`src/rtl/dacpair_pkg.sv`:
```
package dacpair_pkg;
    localparam int unsigned BYTE_W  = 8;
    localparam int unsigned CLR_POS = 4;
    localparam int unsigned PD_POS  = 3;
    localparam int unsigned SEL_POS = 0;

    typedef struct packed {
        logic clr;
        logic pd;
        logic sel;
    } cmd_t;

    typedef struct packed {
        logic expect_data;
        logic have_cmd;
        logic skip_data;
        logic pend_pd;
        logic pend_sel;
        logic pd;
    } seq_t;
endpackage

```
`src/rtl/dpc_cmd_decode.sv`:
```
module dpc_cmd_decode
    import dacpair_pkg::*;
#(
    parameter int unsigned NUM_CH = 2
) (
    input  logic [BYTE_W-1:0] cmd_byte,
    output cmd_t              fields
);
    always_comb begin
        fields.clr = cmd_byte[CLR_POS];
        fields.pd  = cmd_byte[PD_POS];
        fields.sel = (NUM_CH > 1) ? cmd_byte[SEL_POS] : 1'b0;
    end
endmodule

```
`src/rtl/dpc_seq.sv`:
```
module dpc_seq
    import dacpair_pkg::*;
#(
    parameter int unsigned NUM_CH = 2
) (
    input  logic              clk,
    input  logic              rst_n,
    input  logic              byte_valid,
    input  logic              start,
    input  logic              stop,
    input  logic              addressed,
    input  cmd_t              cmd,
    output logic [NUM_CH-1:0] wr_en,
    output logic              clr_in,
    output logic              commit,
    output logic              pdown
);
    seq_t st_d, st_q;

    always_comb begin
        st_d   = st_q;
        wr_en  = '0;
        clr_in = 1'b0;
        commit = 1'b0;
        if (stop) begin
            if (addressed && st_q.have_cmd) begin
                commit  = 1'b1;
                st_d.pd = st_q.pend_pd;
            end
            st_d.expect_data = 1'b0;
            st_d.have_cmd    = 1'b0;
            st_d.skip_data   = 1'b0;
        end else if (start) begin
            st_d.expect_data = 1'b0;
            st_d.have_cmd    = 1'b0;
            st_d.skip_data   = 1'b0;
        end else if (byte_valid && addressed) begin
            if (!st_q.expect_data) begin
                st_d.have_cmd    = 1'b1;
                st_d.pend_pd     = cmd.pd;
                st_d.pend_sel    = cmd.sel;
                st_d.skip_data   = cmd.clr;
                clr_in           = cmd.clr;
                st_d.expect_data = 1'b1;
            end else begin
                for (int i = 0; i < NUM_CH; i++) begin
                    wr_en[i] = !st_q.skip_data && (32'(st_q.pend_sel) == i);
                end
                st_d.expect_data = 1'b0;
                st_d.skip_data   = 1'b0;
            end
        end
    end

    always_ff @(posedge clk or negedge rst_n) begin
        if (!rst_n) st_q <= '0;
        else        st_q <= st_d;
    end

    assign pdown = st_q.pd;
endmodule

```
`src/rtl/dpc_chan.sv`:
```
module dpc_chan #(
    parameter int unsigned CODE_W = 8
) (
    input  logic              clk,
    input  logic              rst_n,
    input  logic              wr,
    input  logic              clr,
    input  logic              commit,
    input  logic [CODE_W-1:0] din,
    output logic [CODE_W-1:0] code
);
    logic [CODE_W-1:0] stage_d, stage_q;
    logic [CODE_W-1:0] live_d, live_q;

    always_comb begin
        stage_d = stage_q;
        live_d  = live_q;
        if (clr)     stage_d = '0;
        else if (wr) stage_d = din;
        if (commit)  live_d  = stage_q;
    end

    always_ff @(posedge clk or negedge rst_n) begin
        if (!rst_n) begin
            stage_q <= '0;
            live_q  <= '0;
        end else begin
            stage_q <= stage_d;
            live_q  <= live_d;
        end
    end

    assign code = live_q;
endmodule

```
`src/rtl/dac_pair_ctrl.sv`:
```
module dac_pair_ctrl
    import dacpair_pkg::*;
#(
    parameter int unsigned NUM_CH = 2,
    parameter int unsigned CODE_W = 8
) (
    input  logic                          clk,
    input  logic                          rst_n,
    input  logic                          evt_byte_valid,
    input  logic [7:0]                    evt_byte,
    input  logic                          evt_start,
    input  logic                          evt_stop,
    input  logic                          sel_active,
    output logic [NUM_CH-1:0][CODE_W-1:0] dac_code,
    output logic                          pdown
);
    cmd_t              fields;
    logic [NUM_CH-1:0] wr_en;
    logic              clr_in;
    logic              commit;

    dpc_cmd_decode #(.NUM_CH(NUM_CH)) u_dec (
        .cmd_byte (evt_byte),
        .fields   (fields)
    );

    dpc_seq #(.NUM_CH(NUM_CH)) u_seq (
        .clk        (clk),
        .rst_n      (rst_n),
        .byte_valid (evt_byte_valid),
        .start      (evt_start),
        .stop       (evt_stop),
        .addressed  (sel_active),
        .cmd        (fields),
        .wr_en      (wr_en),
        .clr_in     (clr_in),
        .commit     (commit),
        .pdown      (pdown)
    );

    for (genvar g = 0; g < NUM_CH; g++) begin : g_ch
        dpc_chan #(.CODE_W(CODE_W)) u_chan (
            .clk    (clk),
            .rst_n  (rst_n),
            .wr     (wr_en[g]),
            .clr    (clr_in),
            .commit (commit),
            .din    (evt_byte[CODE_W-1:0]),
            .code   (dac_code[g])
        );
    end
endmodule

```
`config.mk`:
```
export PLATFORM = sky130hd
export DESIGN_NAME = dac_pair_ctrl
export DESIGN_NICKNAME = d
export VERILOG_FILES = /design/src/rtl/dacpair_pkg.sv /design/src/rtl/dpc_cmd_decode.sv /design/src/rtl/dpc_seq.sv /design/src/rtl/dpc_chan.sv /design/src/rtl/dac_pair_ctrl.sv
export SDC_FILE = /design/constraint.sdc
export NUM_CORES = 1
export LEC_CHECK = 0
export BUFFER_PORTS_ARGS = -buffer_cell sky130_fd_sc_hd__buf_2
export CAP_MARGIN = 20
export CORE_MARGIN = 4
export CORE_UTILIZATION = 50
export CTS_BUF_LIST = sky130_fd_sc_hd__clkbuf_8 sky130_fd_sc_hd__clkbuf_16
export CTS_CLUSTER_DIAMETER = 150
export DETAILED_ROUTE_END_ITERATION = 7
export GPL_TIMING_DRIVEN = 0
export PLACE_DENSITY = 0.72
export SETUP_SLACK_MARGIN = 0.1
export SLEW_MARGIN = 5
export SYNTH_ARGS = -nofsm -noshare
export SYNTH_HDL_FRONTEND = slang
export SYNTH_HIERARCHICAL = 1
export SYNTH_SLANG_ARGS = --single-unit
```
`constraint.sdc`:
```
create_clock -name clk -period 1.95 [get_ports clk]
set_clock_uncertainty 0.1 [all_clocks]
set_input_delay 0.39 -clock clk [delete_from_list [all_inputs] [get_ports clk]]
set_output_delay 0.39 -clock clk [all_outputs]
set_load 0.005 [all_outputs]
```
Word level (Yosys, flattened, before mapping)
Cells that the tools add are included.
- register bits after elaboration: 38
- word-level logic and storage cells: 46
- input port bits: 14
- output and inout port bits: 17
- multiplexer cells: 20
- equality and inequality tests: 1
- bitwise operators: 4
- reduce and logical (&&, ||, !) cells: 11
- operators with widths (cell ; count):
    $mux 8 ; 4
    $mux 2 ; 5
    $mux 1 ; 8
    $mux 3 ; 2
    $mux 5 ; 1
    $logic_and 1x1->1 ; 4
    $not 1->1 ; 4
    $reduce_and 2->1 ; 2
    $reduce_and 4->1 ; 1
    $reduce_bool 2->1 ; 2
    $ne 3x3->1 const B ; 1
    $reduce_bool 3->1 ; 1
    $logic_not 1->1 ; 1

Depth between registers and ports, before layout
- depth in word-level cells: 8
- depth in mapped cells: 6
- depth with buffers taken out: 4

By module
Netlist, hierarchy kept.
- modules (own cells, without submodules) (module ; seq. area each (um2) ; cells an instance ; area each (um2) ; times used):
    dpc_chan ; 400.4 ; 43 ; 656.9 ; 2
    dpc_seq ; 150.1 ; 27 ; 299.0 ; 1
    dpc_cmd_decode ; 0.0 ; 3 ; 22.5 ; 1

Least setup slack after synthesis
No wires, ideal clock.
- path type: input to register
- from: input port evt_start
- to: register g_ch[0].u_chan.stage_q[0]
- buffers on the path: 2
- data required time: 1.722 ns
- arrival: 1.454 ns
- setup time: 0.128 ns
- stages: 6
- path slack: 0.267 ns
- cell sequence: or2_1 -> buf_6 -> nor4_1 -> buf_6 -> mux2i_1 -> nor2_1
- word-level cells in the longest chain between the ends: 3
- elaborated cells between the ends (all ways): 6
- classes of those cells: 5 x mux; 1 x reduce/logical
- ends and longest elaborated chain (what ; line ; source):
    start: declaration ; dac_pair_ctrl.sv:11 ; input logic evt_start,
    $mux 2 ; dpc_seq.sv:33 ; end else if (start) begin
    $mux 2 ; dpc_seq.sv:25 ; if (stop) begin
    named net wr_en[0] ; dac_pair_ctrl.sv:18 ; logic [NUM_CH-1:0] wr_en;
    $reduce_bool 2->1 (no source line) ; - ;
    end signal: assignment ; dpc_chan.sv:28 ; stage_q <= stage_d;
    end: declaration ; dpc_chan.sv:12 ; logic [CODE_W-1:0] stage_d, stage_q;
The timed path passes the listed nets, and every way through them passes these cells.
A chain may end at the register's enable or synchronous reset.

Worst setup path after layout
- from: input port evt_start
- to: register g_ch[1].u_chan.stage_q[3]
- word-level cells in the longest chain between the ends: 3
- elaborated cells between the ends (all ways): 6
- classes of those cells: 5 x mux; 1 x reduce/logical
- ends and longest elaborated chain (what ; line):
    $mux 2 ; dpc_seq.sv:33
    $mux 2 ; dpc_seq.sv:25
    named net wr_en[1] ; dac_pair_ctrl.sv:18
    $reduce_bool 2->1 (no source line) ; -
    end signal: assignment ; dpc_chan.sv:28
    end: declaration ; dpc_chan.sv:12
The timed path passes the listed nets, and every way through them passes these cells.

==> metrics.txt <==
gr ovfl total 0; syn_nets 130; Internal approximately 1200 µW; CTS Buffer Depth 2; port buffer count 30; DRC viols 0; clock sink count 38; Max VDD drop about 0.59 mV; Placed Area roughly 1800 µm²; Post-synth EDFFs 0; clock power share 0.349; layout cells sized above 1 0.429; initial DRC count 44; Met2 Routed Length about 1.4 mm; Distinct cells, synth 20; Worst Slack Setup Final between 0.3 and 0.4 ns; mapped cell area between 1500 and 2000 µm²; reg2reg end g_ch[1].u_chan/stage_q[3]; outcome completed; Reg clk slew, reported paths about 0.070 ns; Simple-Gate Fraction of Synth Area 0.0834; Die W 65.2 µm; Final Cycle Share 0.823; Syn. warnings 6; Ports 31; post-CTS setup repair buffer count 0; xor-xnor portion of the synthesized cell area 0.00536; Resized cells post-CTS 0; Power Density about 800 nW/µm²; Top Layer Used met4; largest net degree at the start of global routing 39; Sequential Power Share 0.561; switching pwr approximately 350 µW; RSZ-0062 raised after global routing false; Detailed Routing Iterations Pass 1 3; Initial Utilization 0.527; syn_area_per_cell approximately 14 µm²; multiplexer fraction of the synthesized cell area 0.265; core footprint slightly above 3000 µm²; Hold Fails Final Rpt 0; Fmax achieved a little over 600 MHz; Gate power share 0.090; CP required between 2 and 2.5 ns; Die Ht roughly 65 µm; GP Congestion roughly 0.84; CTS tree built; Worst-Margin Slew around 0.8 ns; Setup TNS 0 ns; Synth area leader dfrtp_1; global-route wire length before repair between 5 and 6 mm; critical path's most frequent cell buf_6; total CTS buffers 5; crit-path cells buf_2, or2_1, buf_6, nor4_1, buf_6, mux2i_1, nor2_1; initial antenna violation count 0; Lkg Pwr ~0.00099 µW; switch share 0.227; asr flop ratio synth 1.00; setup violators final 0; wirelength, routed about 2.9 mm; drt wl/cell 14.6 µm; commonest non-fill, non-tap cell in the layout dfrtp_1; die area 4250 µm²; WS Path Type input pin to register; design area about 1900 µm²; DRT antenna net count 0; clock root cell clkbuf_8; top cells by area, synth dfrtp_1, mux2_4, mux2i_1, nor2_1, buf_6; Synth top area share 0.581; Synth Area in Compound Gates 0.00689; FP Rows 20; Worst path max stage delay approximately 0.34 ns; critical path launch point evt_start; largest family of logic cells by synthesized area multiplexers; hold buffers post-CTS 0; Final Max Tran Viols 0; met3 WL roughly 160 µm; Reg2Reg Setup Slack 0.45 ns; CP Data Arrival Time ~1.7 ns; Max Cap Viol 0; post-DR vias/cell around 5; # diodes 0; met1 WL 1.29 mm; critical path launch point type input pin; H-tree Lvls 2; Synth Flop Type dfrtp_1; Synth Register Bits 38; most frequent cells in the layout dfrtp_1, buf_2, nor2_1; crit-path max FO 8; area delta synth->final 18.1%; HPWL Detailed about 2.1 mm; Tmin final between 1.5 and 2 ns; Synth Area in Adders 0; FF-to-FF path depth 5; Reg2Reg Launch Point u_seq/st_q[3]; relative slew slack 0.464; via count 988; Filler cells between 200 and 300; Worst-Skew Late Latency approximately 0.28 ns; Cells after Synth 116; GR Util All Layers 0.158; Place WS 0.0444 ns; nets@finish 167; vias in the first global route roughly 1100; CP Capture Type register; sequential share of the synthesized area 0.581; CP max stage cell nor4_1; worst min path class input pin to async pin
worst max-delay path by stage:
stage	end	slack (ns)	cells past startpoint
after floorplan	g_ch[0].u_chan/stage_q[0]	0.27	6
after global placement	g_ch[1].u_chan/stage_q[6]	0.09	7
after detailed placement	g_ch[1].u_chan/stage_q[3]	0.04	7
after CTS	g_ch[1].u_chan/stage_q[3]	0.35	7
after global routing	g_ch[0].u_chan/stage_q[6]	0.24	7
final	g_ch[1].u_chan/stage_q[3]	0.34	7
cell type report:
type	count	area, µm²	area share
sequential	38	951	0.492
tap	44	55.1	0.0285
multi-input combinational	66	591	0.306
timing repair buffer	30	150	0.0777
clock buffer	6	82.6	0.0427
clock inverter	2	8.76	0.00453
buffer	10	86.3	0.0447
inverter	2	7.51	0.00389
state kept, by name, summed over array words and instances, names as in the netlist:
name                 cells
g_ch.u_chan/code        16
u_seq/pdown              1
g_ch.u_chan/stage_q     16
u_seq/st_q               5
cells in the mapped netlist (2+ instances only):
cell type and instances:
buf_6 5, inv_1 2, nor4_1 2, nand2_1 2, mux2_4 16, buf_1 2
dfrtp_1 38, buf_4 3, mux2_2 3, nor2_1 18, mux2i_1 16
worst max-delay path, delay by kind of cell:
| family | cells | cell delay (ns) |
|---|---|---|
| buf+inv | 3 | 0.43 |
| simple gates | 3 | 0.62 |
| mux | 1 | 0.22 |
routing by layer:
layer  vias to the layer above  global-route usage
li1                        463                   -
met3                         2              0.0410
met5                         -                   0
met4                         0              0.0389
met1                       495               0.207
met2                        28               0.263
cell families after synthesis:
logic type             after synthesis
multiplexers                        35
AND/OR/NAND/NOR                     28
AO/OA/AOI/OAI                        2
buffers and inverters               12
flip-flops                          38
XOR/XNOR                             1
power groups by stage:
stage	Sequential, µW	Clock [µW]	Combinational [µW]
floorplan	875	0	75.3
global placement	876	0	137
detailed placement	880	0	142
CTS	865	557	143
global route	871	598	159
finish	864	537	139
through the flow:
| stage | total power (µW) | hold slack (ns) | util | cells |
|---|---|---|---|---|
| global route | 1630 | 0.173 | 0.623 | 198 |
| floorplan | 950 | -0.00559 | - | 116 |
| finish | 1540 | 0.0902 | 0.623 | 198 |
| CTS | 1570 | 0.120 | 0.623 | 198 |
| global placement | 1010 | 0.374 | 0.593 | 190 |
| detailed placement | 1020 | 0.383 | 0.593 | 190 |
No activity file was read; power rests on OpenSTA's default activity.
